File: config.mk
export PLATFORM = sky130hd
export DESIGN_NAME = sop_array
export DESIGN_NICKNAME = d
export VERILOG_FILES = /design/src/rtl/sop_pkg.sv /design/src/rtl/sop_cfg_chain.sv /design/src/rtl/sop_and_plane.sv /design/src/rtl/sop_or_plane.sv /design/src/rtl/sop_array.sv
export SDC_FILE = /design/constraint.sdc
export NUM_CORES = 1
export LEC_CHECK = 0
export BUFFER_PORTS_ARGS = -buffer_cell sky130_fd_sc_hd__buf_2
export CAP_MARGIN = 40
export CORE_MARGIN = 4
export CORE_UTILIZATION = 30
export CTS_CLUSTER_DIAMETER = 40
export DETAILED_ROUTE_END_ITERATION = 16
export PLACE_DENSITY = 0.48
export SLEW_MARGIN = 30
export SYNTH_ARGS = -nofsm -noshare
export SYNTH_HDL_FRONTEND = slang
export SYNTH_SLANG_ARGS = --single-unit
File: constraint.sdc
create_clock -name clk -period 0.9 [get_ports clk]
set_input_delay 0.09 -clock clk [delete_from_list [all_inputs] [get_ports clk]]
set_output_delay 0.09 -clock clk [all_outputs]
set_load 0.01 [all_outputs]
File: src/rtl/sop_pkg.sv
package sop_pkg;

    typedef enum logic [1:0] {
        STYLE_PROM = 2'd0,
        STYLE_PLA  = 2'd1,
        STYLE_PAL  = 2'd2
    } plane_style_e;

    typedef struct packed {
        logic shift_en;
        logic out_gate;
    } cfg_ctrl_t;

    function automatic int term_count(plane_style_e s, int n_in, int n_pt);
        return (s == STYLE_PROM) ? (1 << n_in) : n_pt;
    endfunction

    function automatic int and_cfg_bits(plane_style_e s, int n_in, int n_pt);
        return (s == STYLE_PROM) ? 0 : n_pt * 2 * n_in;
    endfunction

    function automatic int or_cfg_bits(plane_style_e s, int n_in, int n_out, int n_pt);
        return (s == STYLE_PAL) ? 0 : n_out * term_count(s, n_in, n_pt);
    endfunction

    function automatic int at_least_one(int v);
        return (v > 0) ? v : 1;
    endfunction

endpackage

File: src/rtl/sop_cfg_chain.sv
module sop_cfg_chain #(
    parameter int W = 8
) (
    input  logic         clk,
    input  logic         rst,
    input  logic         shift_en,
    input  logic         din,
    output logic [W-1:0] q
);
    generate
        if (W == 1) begin : g_single
            always_ff @(posedge clk) begin
                if (rst)           q <= '0;
                else if (shift_en) q <= din;
            end
        end else begin : g_multi
            always_ff @(posedge clk) begin
                if (rst)           q <= '0;
                else if (shift_en) q <= {q[W-2:0], din};
            end
        end
    endgenerate
endmodule

File: src/rtl/sop_and_plane.sv
module sop_and_plane #(
    parameter sop_pkg::plane_style_e STYLE = sop_pkg::STYLE_PLA,
    parameter int N_IN = 3,
    parameter int N_T  = 6,
    parameter int CW   = 36
) (
    input  logic [N_IN-1:0] in_vec,
    input  logic [CW-1:0]   conn,
    output logic [N_T-1:0]  terms
);
    localparam int LW = 2 * N_IN;

    logic [LW-1:0] lits;

    generate
        for (genvar i = 0; i < N_IN; i++) begin : g_lit
            assign lits[2*i]   = in_vec[i];
            assign lits[2*i+1] = ~in_vec[i];
        end

        if (STYLE == sop_pkg::STYLE_PROM) begin : g_decoder
            logic unused_conn;
            assign unused_conn = ^{conn, lits};
            for (genvar m = 0; m < N_T; m++) begin : g_min
                assign terms[m] = (in_vec == N_IN'(m));
            end
        end else begin : g_prog
            for (genvar t = 0; t < N_T; t++) begin : g_term
                assign terms[t] = &(~conn[t*LW +: LW] | lits);
            end
        end
    endgenerate
endmodule

File: src/rtl/sop_or_plane.sv
module sop_or_plane #(
    parameter sop_pkg::plane_style_e STYLE = sop_pkg::STYLE_PLA,
    parameter int N_OUT = 3,
    parameter int N_T   = 6,
    parameter int CW    = 18
) (
    input  logic [N_T-1:0]   terms,
    input  logic [CW-1:0]    conn,
    output logic [N_OUT-1:0] sums
);
    localparam int GRP = N_T / N_OUT;

    generate
        if (STYLE == sop_pkg::STYLE_PAL) begin : g_fixed
            logic unused_conn;
            assign unused_conn = ^conn;
            for (genvar o = 0; o < N_OUT; o++) begin : g_out
                assign sums[o] = |terms[o*GRP +: GRP];
            end
        end else begin : g_prog
            for (genvar o = 0; o < N_OUT; o++) begin : g_out
                assign sums[o] = |(terms & conn[o*N_T +: N_T]);
            end
        end
    endgenerate
endmodule

File: src/rtl/sop_array.sv
module sop_array #(
    parameter sop_pkg::plane_style_e STYLE = sop_pkg::STYLE_PLA,
    parameter int N_IN  = 3,
    parameter int N_OUT = 3,
    parameter int N_PT  = 6
) (
    input  logic             clk,
    input  logic             rst,
    input  logic             cfg_en,
    input  logic             cfg_din,
    input  logic [N_IN-1:0]  in_vec,
    output logic [N_OUT-1:0] out_vec
);
    localparam int N_T   = sop_pkg::term_count(STYLE, N_IN, N_PT);
    localparam int AND_B = sop_pkg::and_cfg_bits(STYLE, N_IN, N_PT);
    localparam int OR_B  = sop_pkg::or_cfg_bits(STYLE, N_IN, N_OUT, N_PT);
    localparam int CFG_W = AND_B + OR_B;
    localparam int AND_W = sop_pkg::at_least_one(AND_B);
    localparam int OR_W  = sop_pkg::at_least_one(OR_B);

    sop_pkg::cfg_ctrl_t ctrl;
    logic [CFG_W-1:0]   cfg_q;
    logic [AND_W-1:0]   and_conn;
    logic [OR_W-1:0]    or_conn;
    logic [N_T-1:0]     terms;
    logic [N_OUT-1:0]   sums;

    assign ctrl.shift_en = cfg_en;
    assign ctrl.out_gate = ~cfg_en;

    sop_cfg_chain #(.W(CFG_W)) u_chain (
        .clk      (clk),
        .rst      (rst),
        .shift_en (ctrl.shift_en),
        .din      (cfg_din),
        .q        (cfg_q)
    );

    generate
        if (AND_B > 0) begin : g_and_cfg
            assign and_conn = cfg_q[CFG_W-1 -: AND_W];
        end else begin : g_and_none
            assign and_conn = '0;
        end
        if (OR_B > 0) begin : g_or_cfg
            assign or_conn = cfg_q[OR_W-1:0];
        end else begin : g_or_none
            assign or_conn = '0;
        end
    endgenerate

    sop_and_plane #(.STYLE(STYLE), .N_IN(N_IN), .N_T(N_T), .CW(AND_W)) u_and (
        .in_vec (in_vec),
        .conn   (and_conn),
        .terms  (terms)
    );

    sop_or_plane #(.STYLE(STYLE), .N_OUT(N_OUT), .N_T(N_T), .CW(OR_W)) u_or (
        .terms (terms),
        .conn  (or_conn),
        .sums  (sums)
    );

    assign out_vec = ctrl.out_gate ? sums : '0;
endmodule

==> results of run 1 <==
cell families after synthesis:
logic type,after synthesis,synth area share [%]
AND/OR/NAND/NOR,60,10.7
buffers and inverters,16,4.97
multiplexers,72,32.2
flip-flops,54,48.3
AO/OA/AOI/OAI,12,3.85
Yosys cell counts:
| cell type | instances |
|---|---|
| sky130_fd_sc_hd__mux2i_1 | 72 |
| sky130_fd_sc_hd__dfxtp_1 | 54 |
| sky130_fd_sc_hd__nor2_1 | 54 |
| sky130_fd_sc_hd__a22oi_1 | 9 |
| sky130_fd_sc_hd__clkbuf_1 | 7 |
| sky130_fd_sc_hd__and3_1 | 6 |
| sky130_fd_sc_hd__buf_6 | 6 |
| sky130_fd_sc_hd__a31oi_1 | 3 |
| sky130_fd_sc_hd__buf_2 | 2 |
| sky130_fd_sc_hd__buf_4 | 1 |
final cells by class:
type                       count  area [um^2]
timing repair buffer          59          470
clock buffer                   7         86.3
fill                         733         4380
clock inverter                 1         5.00
tap                           99          124
multi-input combinational    144         1100
sequential                    54         1090
worst max-delay path, stage by stage, from the launching register on:
cell	delay [ps]
sky130_fd_sc_hd__dfxtp_2	330
sky130_fd_sc_hd__mux2i_1	130
sky130_fd_sc_hd__and3_4	240
sky130_fd_sc_hd__a22oi_2	80
sky130_fd_sc_hd__a31oi_1	190
sky130_fd_sc_hd__buf_2	160
worst max-delay path by stage:
stage	slack [ps]	depth (start not counted)	endpoint	startpoint
finish	-610	5	out_vec[2]	u_chain.q[33]
floorplan	-130	4	out_vec[0]	u_chain.q[45]
global placement	-410	6	out_vec[2]	in_vec[1]
CTS	-620	5	out_vec[2]	u_chain.q[33]
detailed placement	-450	6	out_vec[2]	in_vec[1]
global route	-710	5	out_vec[2]	u_chain.q[19]
through the flow:
step / utilization [%] / total power [mW]
after CTS: 39.5 / 4.12
after global placement: 37.5 / 2.71
after floorplan: - / 2.66
after global routing: 39.7 / 4.24
after detailed placement: 37.5 / 2.71
final: 39.7 / 4.04
power groups by stage:
stage	registers, mW	clock network, mW	logic (mW)
2_1_floorplan	2.45	0	0.204
3_3_place_gp	2.45	0	0.261
3_5_place_dp	2.45	0	0.261
4_1_cts	2.40	1.46	0.262
5_1_grt	2.40	1.56	0.275
6_report	2.40	1.38	0.258
metal layers:
metal	wire length, um	global-route usage [%]	vias to the layer above
met4	64	3.61	0
met2	1940	16.4	15
li1	-	-	840
met3	118	2.39	7
met5	0	0	-
met1	2410	15.8	713
timing repair:
item                                    in CTS  in global routing
pin swaps                                    6                  6
endpoints found under the setup margin       3                  3
cloned                                       0                  0
setup buffers                                0                  0
gates resized for setup                     17                  4
==> results.env, run 1 <==
NUMBER_OF_FLIP_FLOPS_IN_THE_LARGEST_REGISTER=54
DRT_ITER0_DRC=42
MAX-CLOCK-PATH-BUFFERS=2
WORSTHOLDPATHTYPE='input pin to flop'
WORSTHOLDPATHCELLS=3
CLK_TRANSITION_REPORTED_PATHS_PS=90
AREA_OF_ALL_PLACED_CELLS_WITHOUT_FILLERS_MM2=0.00288
NET_COUNT_FINAL=271
FIRST_GLOBAL_VIAS=1555
WORST-SLEW-PIN-TRANSITION_PS=244
CRITPATHKIND='flop to output port'
INITIAL_UTILIZATION_PCT=30.9
GLOBAL_ROUTE.OVERFLOW_TOTAL=0
GRT_START_MAX_NET_PINS=55
FINAL_MAX_SLEW_VIOL_COUNT=0
POST_DRT_WL_PER_CELL_UM=12.5
YOSYS_WARNINGS=0
DIE_AREA_MM2=0.00891
DIEWIDTH_UM=94.4
POST-ROUTE-DRC-COUNT=0
WORST_CLOCK_SKEW_PS=6.08
YS_FF_LATCH=54
TRITONCTS_NUM_SINKS=54
POST-ROUTE-WORST-SETUP-SLACK_PS=-615
ANTENNA_FOUND_INITIAL=0
CORE_AREA_MM2=0.00725
GRT_FIRST_PASS_WIRELENGTH_MM=7.62
CLK_ROOT_BUFFER_CELL='sky130_fd_sc_hd__clkbuf_8'
VIOLATED_CHECKS='negative setup slack'
REG2REG_SETUP_SLACK_PS=130
FINAL_CELL_MIX='sky130_fd_sc_hd__mux2i_1, sky130_fd_sc_hd__nor2_1, sky130_fd_sc_hd__dfxtp_1'
SYNTH_SEQ_AREA_SHARE_PCT=48.3
GRT_SETUP_UNREPAIRED='true'
WORST_SLACK_PLACED_PS=-446
HOLD_FAILS_FINAL_RPT=0
FINAL_COMMON_CELL='sky130_fd_sc_hd__mux2i_1'
SHARE_SEQ_OF_TOTAL_POWER_PCT=59.4
CTS_MADE_BUFFERS=5
CP-END-KIND='output port'
MAX_SLEW_HEADROOM_AT_THE_WORST_PIN_PCT=83.7
AREA_DELTA_SYNTH_FINAL_PCT=28.5
DESTINATION_OF_THE_WORST_REGISTER_TO_REGISTER_TIMING_PATH='u_chain.q[3]'
REGISTERS.TOP_BY_FF_COUNT='u_chain.q'
BOUNDARYPINS=10
WORST-PATH-MAX-FANOUT=3
ROWS=31
SYNTHDISTINCTLIBCELLS=10
GP_CONGESTION=0.684
START_KIND='flop'
NETLIST_INSTANCES=214
WORSTPATHARRIVAL_PS=1420
TIMING.REG2REG.WORST_PATH_DEPTH=3
POWER.CLOCK.FRACTION_PCT=34.2
ANTENNA_CELLS_INSERTED=0
NUMBER_OF_VIAS_IN_THE_ROUTED_LAYOUT=1575
INSERTION_DELAY_PS=300
POWER.DENSITY_mW_PER_MM2=1400
SYNTH_AREA_LEADERS='sky130_fd_sc_hd__dfxtp_1, sky130_fd_sc_hd__mux2i_1, sky130_fd_sc_hd__nor2_1, sky130_fd_sc_hd__a22oi_1, sky130_fd_sc_hd__buf_6'
HOLDBUFCOUNTCTS=0
SYNTHDOMINANTCELLAREASHARE_PCT=48.3
ROUTE.FINAL.WIRE_LENGTH_MM=4.54
PLACEDCELLCOUNT=356
COMBPWRFRAC_PCT=6.4
FIN_CRIT_SHARE_PCT=168
DRTANTENNAVIOLNETS=0
SYNTHDOMINANTAREACELLTYPE='sky130_fd_sc_hd__dfxtp_1'
MAXCLOCKFREQUENCY_MHz=660
FINAL.SETUP.TNS_PS=-1760
DRIVE_GT1_SHARE_PCT=31.7
WORST_HOLD_PATH.ENDPOINT='u_chain.q[0]'
TRITONCTS='built'
SYN-MEAN-INSTANCE-AREA_UM2=10.5
OVERALL_GLOBAL_ROUTING_USAGE_PCT=11.0
NETSWITCHINGFRACTION_PCT=22.4
CTSHTREEMAXLEVEL=2
CAP_VIOLATIONS=0
TOP_REGS='u_chain.q (54)'
DETAIL_ROUTE.VIAS_PER_CELL=4.33
CHIPHEIGHT_UM=94.4
INTERNAL_PWR_TOTAL_mW=3.13
HOLD_STARTPOINT='cfg_din'
FINALSETUPVIOLCOUNT=3
FIRST_PASS_ITERS=4
WORSTREG2REGSTART='u_chain.q[2]'
SYNTHESIS.NETS=221
INSTANCES_NO_FILL=364
FINAL.MIN_CLOCK_PERIOD_PS=1510
STATUS='finished with violations'
PORT_BUFFERS=9
CP_DATA_REQUIRED_TIME_PS=810
STATIC-LEAKAGE-POWER_nW=1.34
NETLIST_AREA_MM2=0.00224
PLACED_CELL_AREA_MM2=0.00272
DETAILED_PLACE_HPWL_MM=3.12
POWER.NET_SWITCHING_uW=902
WORST_HOLD_SLACK_PS=32.0
MAX-VDD-IR-DROP_V=0.000797
Power figures use the tool's default switching activity.
==> run 2: changes to the inputs <==
- PLACE_DENSITY: 0.48 -> default
==> run 2 against run 1 <==
  * The run still ends with negative setup slack left
  * Wire length decreased by 4.1%
  * Critical path depth unchanged
  * Die area unchanged
  * First-iteration DRC count is 90% higher
  * Non-clock buffer count shrank 7
  * Setup slack lost 67 ps
  * Sequential cell count is the same
  * Fmax decreased by 4.2%
  * Clock power increased by 5%
  * Register-to-register slack worse by 90 ps
  * Final cell count is 1.9% lower
  * Hold slack got worse by 17 ps
  * Highest routed layer unchanged
==> results.env, run 2 (synthesis results as in run 1) <==
STATUS='finished with violations'
VIOLATED_CHECKS='negative setup slack'
FINAL_MAX_SLEW_VIOL_COUNT=0
FINAL_COMMON_CELL='sky130_fd_sc_hd__mux2i_1'
POWER.DENSITY_mW_PER_MM2=1460
CP_DATA_REQUIRED_TIME_PS=810
MAXCLOCKFREQUENCY_MHz=632
INITIAL_UTILIZATION_PCT=30.9
FINAL_CELL_MIX='sky130_fd_sc_hd__mux2i_1, sky130_fd_sc_hd__nor2_1, sky130_fd_sc_hd__dfxtp_1'
DETAILED_PLACE_HPWL_MM=3.03
CLK_ROOT_BUFFER_CELL='sky130_fd_sc_hd__clkbuf_8'
START_KIND='flop'
FIRST_PASS_ITERS=4
WORST-SLEW-PIN-TRANSITION_PS=247
CHIPHEIGHT_UM=94.4
CP-END-KIND='output port'
POST-ROUTE-DRC-COUNT=0
WORSTPATHARRIVAL_PS=1490
ANTENNA_CELLS_INSERTED=0
DIE_AREA_MM2=0.00891
REG2REG_SETUP_SLACK_PS=40
HOLDBUFCOUNTCTS=0
STARTPOINT='u_chain.q[24]'
NUMBER_OF_FLIP_FLOPS_IN_THE_LARGEST_REGISTER=54
DETAIL_ROUTE.VIAS_PER_CELL=4.40
REGISTERS.TOP_BY_FF_COUNT='u_chain.q'
MAX-CLOCK-PATH-BUFFERS=2
NUMBER_OF_VIAS_IN_THE_ROUTED_LAYOUT=1570
NET_COUNT_FINAL=264
TIMING.REG2REG.WORST_PATH_DEPTH=4
DIEWIDTH_UM=94.4
PLACEDCELLCOUNT=348
DRIVE_GT1_SHARE_PCT=27.9
ROWS=31
WORSTHOLDPATHTYPE='input pin to flop'
CAP_VIOLATIONS=0
WORSTREG2REGSTART='u_chain.q[23]'
WORST_HOLD_SLACK_PS=15.2
GLOBAL_ROUTE.OVERFLOW_TOTAL=0
ANTENNA_FOUND_INITIAL=0
ENDPOINT='out_vec[0]'
CTS_MADE_BUFFERS=5
INSTANCES_NO_FILL=357
HOLD_FAILS_FINAL_RPT=0
WORST-PATH-MAX-FANOUT=3
WORST_CLOCK_SKEW_PS=4.33
TOP_REGS='u_chain.q (54)'
MAX_SLEW_HEADROOM_AT_THE_WORST_PIN_PCT=83.5
PORT_BUFFERS=9
CTSHTREEMAXLEVEL=2
GRT_SETUP_UNREPAIRED='true'
POST-ROUTE-WORST-SETUP-SLACK_PS=-681
INSERTION_DELAY_PS=310
DRT_ITER0_DRC=80
FINALSETUPVIOLCOUNT=3
FILL_CELLS=730
OVERALL_GLOBAL_ROUTING_USAGE_PCT=11.2
POST_DRT_WL_PER_CELL_UM=12.2
FINAL.MIN_CLOCK_PERIOD_PS=1580
TRITONCTS='built'
MAX-VDD-IR-DROP_V=0.000720
GRT_FIRST_PASS_WIRELENGTH_MM=7.80
GRT_START_MAX_NET_PINS=55
CLK_TRANSITION_REPORTED_PATHS_PS=100
CRITPATHKIND='flop to output port'
REGISTER_AREA_MM2=0.00109
GP_CONGESTION=0.765
DESTINATION_OF_THE_WORST_REGISTER_TO_REGISTER_TIMING_PATH='u_chain.q[23]'
FIN_CRIT_SHARE_PCT=176
FIRST_GLOBAL_VIAS=1663
DRTANTENNAVIOLNETS=0
CORE_AREA_MM2=0.00725
TRITONCTS_NUM_SINKS=54
AREA_DELTA_SYNTH_FINAL_PCT=25.1
MULTI_INPUT_COMB_AREA_MM2=0.00109
BOUNDARYPINS=10
ROUTE.FINAL.WIRE_LENGTH_MM=4.35
STATIC-LEAKAGE-POWER_nW=1.29
[run 2: critical path: stages (launching register included)]
cell and delay (ps):
sky130_fd_sc_hd__dfxtp_2 340, sky130_fd_sc_hd__mux2i_1 160, sky130_fd_sc_hd__and3_4 250, sky130_fd_sc_hd__a22oi_1 70, sky130_fd_sc_hd__a31oi_1 210, sky130_fd_sc_hd__buf_2 170
[run 2: report_power, final]
group	total (mW)	switching [mW]	leakage, nW	internal, mW
sequential	2.40	0.00471	0.437	2.39
combinational	0.240	0.135	0.808	0.104
clock	1.45	0.818	0.0478	0.635
[run 2: area by class of cell]
class,instances,share of cell area (%)
flip-flops and latches,54,38.8
clock inverters,2,0.581
repair buffers,52,14.5
clock buffers,6,2.95
well taps,99,4.42
multi-input cells,144,38.8
[run 2: routing by layer]
metal  global-route usage, %  vias to the layer above  wire (um)
li1                        -                      825          -
met1                    15.0                      725       2230
met2                    17.0                       13       1910
met3                    3.19                        7        135
met4                    4.33                        0         75
met5                       0                        -          0
[run 2: how the worst min path moves through the flow]
stage,start,end,cells past startpoint
after floorplan,cfg_din,u_chain.q[0],2
after global placement,cfg_din,u_chain.q[0],3
after detailed placement,cfg_din,u_chain.q[0],3
after CTS,cfg_din,u_chain.q[0],3
after global routing,cfg_din,u_chain.q[0],3
final,cfg_din,u_chain.q[0],3
[run 2: repair_timing]
action	in CTS	in global routing
resized for setup	6	8
buffers inserted	1	0
setup endpoints to repair	3	3
pin swaps	8	7
[run 2: metrics by stage]
stage	util (%)	TNS (ps)	setup WS, ps	cell area [um^2]	total power, mW
finish	38.6	-1950	-681	2800	4.09
CTS	38.2	-2020	-701	2770	4.14
floorplan	-	-403	-134	2240	2.66
detailed placement	36.5	-1390	-478	2650	2.69
global route	38.6	-2260	-764	2800	4.24
global placement	36.5	-1390	-466	2650	2.69
